File: src/rtl/sync_rx_pkg.sv
package sync_rx_pkg;
  typedef struct packed {
    logic port_en;
    logic sync_mode;
    logic clk_src;
    logic clk_inv;
    logic nine_bit;
    logic cont_rx;
    logic rx_ie;
  } rx_ctrl_t;

  function automatic logic rx_enabled(rx_ctrl_t c);
    return c.port_en & c.sync_mode & ~c.clk_src & c.cont_rx;
  endfunction
endpackage

File: src/rtl/sync_rx_cdc.sv
module sync_rx_cdc #(
  parameter int WIDTH  = 2,
  parameter int STAGES = 2
) (
  input  logic             clk_i,
  input  logic             rst_ni,
  input  logic [WIDTH-1:0] d_i,
  output logic [WIDTH-1:0] q_o
);
  logic [STAGES-1:0][WIDTH-1:0] stg;

  generate
    if (STAGES == 1) begin : g_one
      always_ff @(posedge clk_i or negedge rst_ni)
        if (!rst_ni) stg <= '0;
        else         stg <= d_i;
    end else begin : g_many
      always_ff @(posedge clk_i or negedge rst_ni)
        if (!rst_ni) stg <= '0;
        else         stg <= {stg[STAGES-2:0], d_i};
    end
  endgenerate

  assign q_o = stg[STAGES-1];
endmodule

File: src/rtl/sync_rx_shift.sv
module sync_rx_shift #(
  parameter int DATA_W = 8,
  localparam int WORD_W = DATA_W + 1,
  localparam int CNT_W  = $clog2(WORD_W)
) (
  input  logic              clk_i,
  input  logic              rst_ni,
  input  logic              en_i,
  input  logic              blk_i,
  input  logic              nine_i,
  input  logic              rise_i,
  input  logic              bit_i,
  output logic [WORD_W-1:0] word_o,
  output logic              done_o
);
  logic [CNT_W-1:0]  cnt;
  logic [WORD_W-1:0] sh, asm;
  logic [CNT_W-1:0]  last;

  assign last = nine_i ? CNT_W'(DATA_W) : CNT_W'(DATA_W - 1);

  // fresh word starts from zero so unused upper bit reads 0
  always_comb begin
    asm      = (cnt == '0) ? '0 : sh;
    asm[cnt] = bit_i;
  end

  always_ff @(posedge clk_i or negedge rst_ni) begin
    if (!rst_ni) begin
      cnt    <= '0;
      sh     <= '0;
      word_o <= '0;
      done_o <= 1'b0;
    end else if (!en_i) begin
      cnt    <= '0;
      done_o <= 1'b0;
    end else begin
      done_o <= 1'b0;
      if (rise_i && !blk_i) begin
        if (cnt == last) begin
          word_o <= asm;
          done_o <= 1'b1;
          cnt    <= '0;
        end else begin
          sh  <= asm;
          cnt <= cnt + 1'b1;
        end
      end
    end
  end
endmodule

File: src/rtl/sync_rx_hold.sv
module sync_rx_hold #(
  parameter int WORD_W = 9
) (
  input  logic              clk_i,
  input  logic              rst_ni,
  input  logic              done_i,
  input  logic [WORD_W-1:0] word_i,
  input  logic              cont_i,
  input  logic              rd_i,
  output logic [WORD_W-1:0] data_o,
  output logic              full_o,
  output logic              ovr_o
);
  logic busy;
  assign busy = full_o & ~rd_i;

  always_ff @(posedge clk_i or negedge rst_ni) begin
    if (!rst_ni) begin
      data_o <= '0;
      full_o <= 1'b0;
    end else if (done_i && !busy) begin
      data_o <= word_i;
      full_o <= 1'b1;
    end else if (rd_i) begin
      full_o <= 1'b0;
    end
  end

  always_ff @(posedge clk_i or negedge rst_ni) begin
    if (!rst_ni)              ovr_o <= 1'b0;
    else if (!cont_i)         ovr_o <= 1'b0;
    else if (done_i && busy)  ovr_o <= 1'b1;
  end
endmodule

File: src/rtl/sync_slave_rx.sv
module sync_slave_rx
  import sync_rx_pkg::*;
#(
  parameter int DATA_W      = 8,
  parameter int SYNC_STAGES = 2
) (
  input  logic              clk_i,
  input  logic              rst_ni,
  input  logic              ser_clk_i,
  input  logic              ser_dat_i,
  input  logic              port_en_i,
  input  logic              sync_mode_i,
  input  logic              clk_src_i,
  input  logic              clk_inv_i,
  input  logic              nine_bit_i,
  input  logic              cont_rx_i,
  input  logic              single_rx_i,
  input  logic              rx_ie_i,
  input  logic              sleep_i,
  input  logic              rd_i,
  output logic [DATA_W-1:0] rx_data_o,
  output logic              rx_bit8_o,
  output logic              rx_done_o,
  output logic              overrun_o,
  output logic              irq_o,
  output logic              wake_o
);
  localparam int WORD_W = DATA_W + 1;

  rx_ctrl_t ctrl;
  assign ctrl = '{port_en:   port_en_i,   sync_mode: sync_mode_i,
                  clk_src:   clk_src_i,   clk_inv:   clk_inv_i,
                  nine_bit:  nine_bit_i,  cont_rx:   cont_rx_i,
                  rx_ie:     rx_ie_i};

  // single receive has no role when clocked externally
  logic unused_single;
  assign unused_single = single_rx_i;

  logic [1:0] pin_s;
  sync_rx_cdc #(.WIDTH(2), .STAGES(SYNC_STAGES)) u_cdc (
    .clk_i (clk_i),
    .rst_ni(rst_ni),
    .d_i   ({ser_dat_i, ser_clk_i}),
    .q_o   (pin_s)
  );

  logic eff_ck, eff_q, bit_rise, port_active;
  assign eff_ck = pin_s[0] ^ ctrl.clk_inv;

  always_ff @(posedge clk_i or negedge rst_ni)
    if (!rst_ni) eff_q <= 1'b0;
    else         eff_q <= eff_ck;

  assign bit_rise    = eff_ck & ~eff_q;
  assign port_active = rx_enabled(ctrl);

  logic [WORD_W-1:0] word, held;
  logic              word_done, full, ovr;

  sync_rx_shift #(.DATA_W(DATA_W)) u_shift (
    .clk_i (clk_i),
    .rst_ni(rst_ni),
    .en_i  (port_active),
    .blk_i (ovr),
    .nine_i(ctrl.nine_bit),
    .rise_i(bit_rise),
    .bit_i (pin_s[1]),
    .word_o(word),
    .done_o(word_done)
  );

  sync_rx_hold #(.WORD_W(WORD_W)) u_hold (
    .clk_i (clk_i),
    .rst_ni(rst_ni),
    .done_i(word_done),
    .word_i(word),
    .cont_i(ctrl.cont_rx),
    .rd_i  (rd_i),
    .data_o(held),
    .full_o(full),
    .ovr_o (ovr)
  );

  assign rx_data_o = held[DATA_W-1:0];
  assign rx_bit8_o = held[DATA_W];
  assign rx_done_o = full;
  assign overrun_o = ovr;
  assign irq_o     = full & ctrl.rx_ie;
  assign wake_o    = full & ctrl.rx_ie & sleep_i;
endmodule

File: config.mk
export PLATFORM = sky130hd
export DESIGN_NAME = sync_slave_rx
export DESIGN_NICKNAME = d
export VERILOG_FILES = /design/src/rtl/sync_rx_pkg.sv /design/src/rtl/sync_rx_cdc.sv /design/src/rtl/sync_rx_shift.sv /design/src/rtl/sync_rx_hold.sv /design/src/rtl/sync_slave_rx.sv
export SDC_FILE = /design/constraint.sdc
export NUM_CORES = 1
export LEC_CHECK = 0
export BUFFER_PORTS_ARGS = -buffer_cell sky130_fd_sc_hd__buf_2
export CORE_MARGIN = 2
export CORE_UTILIZATION = 50
export DETAILED_ROUTE_END_ITERATION = 7
export HOLD_SLACK_MARGIN = 0.1
export PLACE_DENSITY = 0.79
export SLEW_MARGIN = 20
export SYNTH_ARGS = -nofsm -noshare
export SYNTH_HDL_FRONTEND = slang
export SYNTH_HIERARCHICAL = 1
export SYNTH_SLANG_ARGS = --single-unit
export TNS_END_PERCENT = 100
File: constraint.sdc
create_clock -name clk_i -period 2.8 [get_ports clk_i]
set_input_delay 0.56 -clock clk_i [delete_from_list [all_inputs] [get_ports clk_i]]
set_output_delay 0.56 -clock clk_i [all_outputs]
set_load 0.02 [all_outputs]
## Word-level counts from Yosys, hierarchy flattened

Index checks and enable logic that the tools add are counted.

- Output and inout bits: 13
- Word-level logic and storage cells: 53
- Flip-flop bits (word level): 39
- Bits of input ports: 14

- Multiplexer cells: 15
- Equal/unequal tests: 3
- Reduce and logical (&&, ||, !) cells: 10
- Bitwise logic cells: 12
- Order comparisons: 2
- Add/sub/neg operators: 1

Operators by type and width:

| operator | count |
|---|---|
| $mux W4 | 4 |
| $bwmux W9 | 1 |
| $mux W9 | 1 |
| $mux W1 | 8 |
| $and A1 B1 Y1 | 7 |
| $reduce_and A3 Y1 | 2 |
| $lt A4 B5 Y1 const B | 1 |
| $add A4 B1 Y4 const B | 1 |
| $demux W1 S4 | 1 |
| $eq A4 B4 Y1 | 1 |
| $ge A4 B1 Y1 const B | 1 |
| $logic_and A1 B1 Y1 | 4 |
| $logic_not A4 Y1 | 1 |
| $not A1 Y1 | 4 |
| $logic_not A1 Y1 | 2 |
| $ne A2 B1 Y1 const B | 1 |
| $ne A2 B2 Y1 const B | 1 |
| $reduce_bool A2 Y1 | 1 |
| $xor A1 B1 Y1 | 1 |

## Depth between registers and ports, before layout

- Word-level depth: 5
- Mapped depth: 7
- Depth with buffers taken out: 6

## By module

Netlist, hierarchy kept.

Modules (own cells, without submodules):

| module | cells an instance | seq. area each (um^2) | instances | area each (um^2) |
|---|---|---|---|---|
| sync_rx_shift | 101 | 575.6 | 1 | 1197.4 |
| sync_rx_hold | 26 | 275.3 | 1 | 420.4 |
| sync_rx_cdc | 6 | 100.1 | 1 | 115.1 |
| sync_slave_rx | 6 | 25.0 | 1 | 65.1 |

## Worst setup path after synthesis

Ideal clock, no wire load.

- Kind: input port to flip-flop
- From: in clk_inv_i
- To: reg u_shift.word_o[0]
- Setup time: 0.125 ns
- Setup slack: 0.806 ns
- Buffers on the path: 0
- Stages: 6
- Arrival: 1.869 ns
- Data required time: 2.675 ns
- Cell sequence: xor2_1 and2b_2 nor2b_1 nand2_1 a21oi_4 mux2_2

- Longest elaborated chain between the ends: 4

Ends and longest elaborated chain:

| what | RTL line | source |
|---|---|---|
| from (decl) | sync_slave_rx.sv:14 | `input logic clk_inv_i,` |
| $xor A1 B1 Y1 | sync_slave_rx.sv:49 | `assign eff_ck = pin_s[0] ^ ctrl.clk_inv;` |
| $and A1 B1 Y1 | sync_slave_rx.sv:55 | `assign bit_rise = eff_ck & ~eff_q;` |
| named net bit_rise | sync_slave_rx.sv:48 | `logic eff_ck, eff_q, bit_rise, port_active;` |
| $logic_and A1 B1 Y1 | sync_rx_shift.sv:39 | `if (rise_i && !blk_i) begin` |
| $reduce_and A3 Y1 (no line) | - |  |
| to (signal assigned) | sync_rx_shift.sv:41 | `word_o <= asm;` |
| to (decl) | sync_rx_shift.sv:13 | `output logic [WORD_W-1:0] word_o,` |

The timed path passes the listed nets, and every way through them passes these cells.
A chain may end at the register's enable or synchronous reset.

## Final worst setup path

- From: reg u_shift.cnt[2]
- To: reg u_shift.word_o[3]

- Longest elaborated chain between the ends: 5
- Elaborated cells on any way between the ends: 10
- Those cells by class: 2 x order compare; 1 x eq/ne; 4 x mux; 3 x reduce/logical

Ends and longest elaborated chain:

| what | RTL line | source |
|---|---|---|
| from (decl) | sync_rx_shift.sv:16 | `logic [CNT_W-1:0] cnt;` |
| from (signal assigned) | sync_rx_shift.sv:46 | `cnt <= cnt + 1'b1;` |
| $lt A4 B5 Y1 (not written as such) / $ge A4 B1 Y1 (equally long branches) | sync_rx_shift.sv:25 | `asm[cnt] = bit_i;` |
| $logic_and A1 B1 Y1 (not written as such) | sync_rx_shift.sv:25 |  |
| $mux W1 (not written as such) | sync_rx_shift.sv:25 |  |
| $demux W1 S4 | - |  |
| $bwmux W9 | sync_rx_shift.sv:25 |  |

Several ways; a longest one is shown, not always the timed one.

==> results_dict.tcl <==
set metrics [dict create \
    outcome "completed" \
    setup_tns_ns 0 \
    die-width_um 64.0 \
    peakVddDrop_v 0.000283 \
    clk_path_buf_depth 2 \
    drc_errors 0 \
    clock_latency_ns 0.34 \
    die_h_um 64.0 \
    maxCapViolations 0 \
    path_class "reg2reg" \
    startpoint_type "flop" \
    timing.slew.headroom_pct 43.3 \
    period_needed_ns 2.09 \
    final-hold-violation-count 0 \
    wl_per_cell_um 14.8 \
    cts-resized-gates 0 \
    syn_area_mm2 0.00180 \
    finClkSkew_ns 0.00896 \
    cts.sinks 39 \
    ys_seq_area_share_pct 54.3 \
    grt_first_pass_wirelength_um 5510 \
    syn_area_per_cell_um2 12.9 \
    max_stage_delay_ns 0.61 \
    drt-pass1-iter-count 4 \
    hpwl_um 2210 \
    crit_path_end_kind "flop" \
    fin_crit_sh_pct 74.6 \
    grt_start_max_net_pins 40 \
    crit_chain "nand3_2, or3_1, a21oi_4, mux2_2" \
    io_buffers 25 \
    grt_overflow_total 0 \
    fin_util_pct 59.5 \
    area_growth_pct 12.1 \
    crit_family "flip-flops" \
    mostFrequentLayoutCell "dfrtp_1" \
    finalSetupViolations 0 \
    htree_levels 2 \
    final_antenna_net_count 0 \
    power_density_mw_per_mm2 465 \
    nNetsFinal 183 \
    numCtsBuffers 5 \
    regToRegSetupSlack_ns 0.71 \
    cp.arrival_ns 2.31 \
    num_rows 21 \
    num_vias 1167 \
    totalWireLength_um 3130 \
    p_leak_uw 0.00101 \
    worst_slack_ns 0.712 \
    ios 27 \
    syn-num-nets 157 \
    via_per_inst 5.50 \
    path_clk_slew_ns 0.11 \
    gp_congestion 0.848 \
    ctsHoldBuffers 0 \
    netlist.area_leader.share_pct 54.3 \
    slew_violations 0 \
    rsz0062_at_grt "no" \
    post_cts_buffers 0 \
    mostFrequentLayoutCells "dfrtp_1 (39), mux2_2 (31), buf_2 (25)" \
    netlist_top_cells_area "dfrtp_1 (54%), mux2_2 (19%), ha_1 (2.8%), a32o_1 (1.7%), o21ai_0 (1.7%)" \
    drt-initial-drc-count 54 \
    crit_path_top_delay_cell "dfrtp_1" \
    cts_root_buffer "clkbuf_4" \
    grt_antenna_before_repair 0 \
    yosysUniqueCellTypes 34 \
    drive_gt1_share_pct 41.6 \
    hold_class "in2async" \
    antennaDiodeCount 0 \
    netlist_instances 139 \
    crit_fanout 12 \
    cts_tree "yes" \
    dp_slack_ns 0.479 \
    required_ns 3.03 \
    fmax_ghz 0.479 \
    core_mm2 0.00339 \
    synth_area_leader_cell "dfrtp_1" \
    grt.total_usage_pct 17.6 \
    grt_pass1_vias 1233 \
    crit_buf_inv 0 \
    initial_core_util_pct 53.0 \
    ys_ff_latch 39 \
    yosys_warnings 6 \
    worst_pin_slew_ns 0.851 \
    design.die.area_mm2 0.00409 \
]
## layer usage
metal | global-route usage, % | vias up | part of all wire (%)
met5 | 0 | - | 0
met4 | 7.61 | 0 | 0.80
met3 | 4.05 | 4 | 4.5
met2 | 29.4 | 33 | 51
met1 | 21.7 | 581 | 44
li1 | - | 549 | -
## registers in the layout, summed over array words and instances, names as in the netlist
signal          cells
u_hold/data_o       9
u_shift/sh          9
u_shift/word_o      9
u_shift/cnt         4
u_cdc/q_o           2
u_cdc/stg           2
eff_q               1
u_hold/full_o       1
u_hold/ovr_o        1
u_shift/done_o      1
## path summary, 6_finish.rpt
check	start	end	cells after the start
setup / recovery	u_shift/cnt[2]	u_shift/word_o[3]	4
min in group clk_i	ser_clk_i	u_cdc/stg[0]	1
hold reg to reg	u_cdc/stg[0]	u_cdc/q_o[0]	0
max in group asynchronous	rst_ni	u_shift/sh[3]	1
hold / removal	rst_ni	u_shift/done_o	1
setup reg to reg	u_shift/cnt[2]	u_shift/word_o[3]	4
## where the power goes
part	internal [uW]	total, uW	switching (uW)
combinational	16.3	40.4	24.0
sequential	571	575	4.45
clock	148	321	173
## synth_stat cells
cell type	n
nand4_1	4
buf_4	2
a32o_1	3
inv_1	5
a22o_1	3
a21boi_0	3
or3_1	1
o21a_1	1
nand2b_4	1
xor2_1	1
a21oi_4	1
o21bai_1	1
and2_1	1
nand2_4	1
nor4b_1	1
ha_1	4
and3_1	1
o31ai_1	2
nand2b_1	1
nand3_2	1
and2b_2	1
nor2_1	3
nand2_1	8
buf_2	3
nor3b_1	1
o21ai_0	6
dfrtp_1	39
nand4_2	1
nand3_1	2
a21oi_1	2
nor2b_1	2
and4b_1	1
mux2_2	31
clkbuf_1	1
## kinds of logic after synthesis
family	count (synthesis)	synth area share, %
AO/OA/AOI/OAI	22	9.19
XOR/XNOR	1	0.487
adder cells (fa/ha/maj)	4	2.78
buffers and inverters	11	2.92
flip-flops	39	54.3
multiplexers	31	19.4
AND/OR/NAND/NOR	31	10.9
## cell type report
type,instances,area (um^2)
fill,279,1370
clock buffer,8,68.8
multi-input combinational,89,769
timing repair buffer,25,125
sequential,39,976
tap,46,57.6
inverter,5,18.8
## metrics by stage
step	cells	hold slack, ns	power [uW]	cell area [um^2]
6_report	212	0.317	936	2020
5_1_grt	212	0.289	988	2020
4_1_cts	212	0.310	950	2020
3_5_place_dp	204	0.337	628	1950
3_3_place_gp	204	0.333	625	1950
2_1_floorplan	139	0.264	606	1800
(Power assumes the default switching activity.)
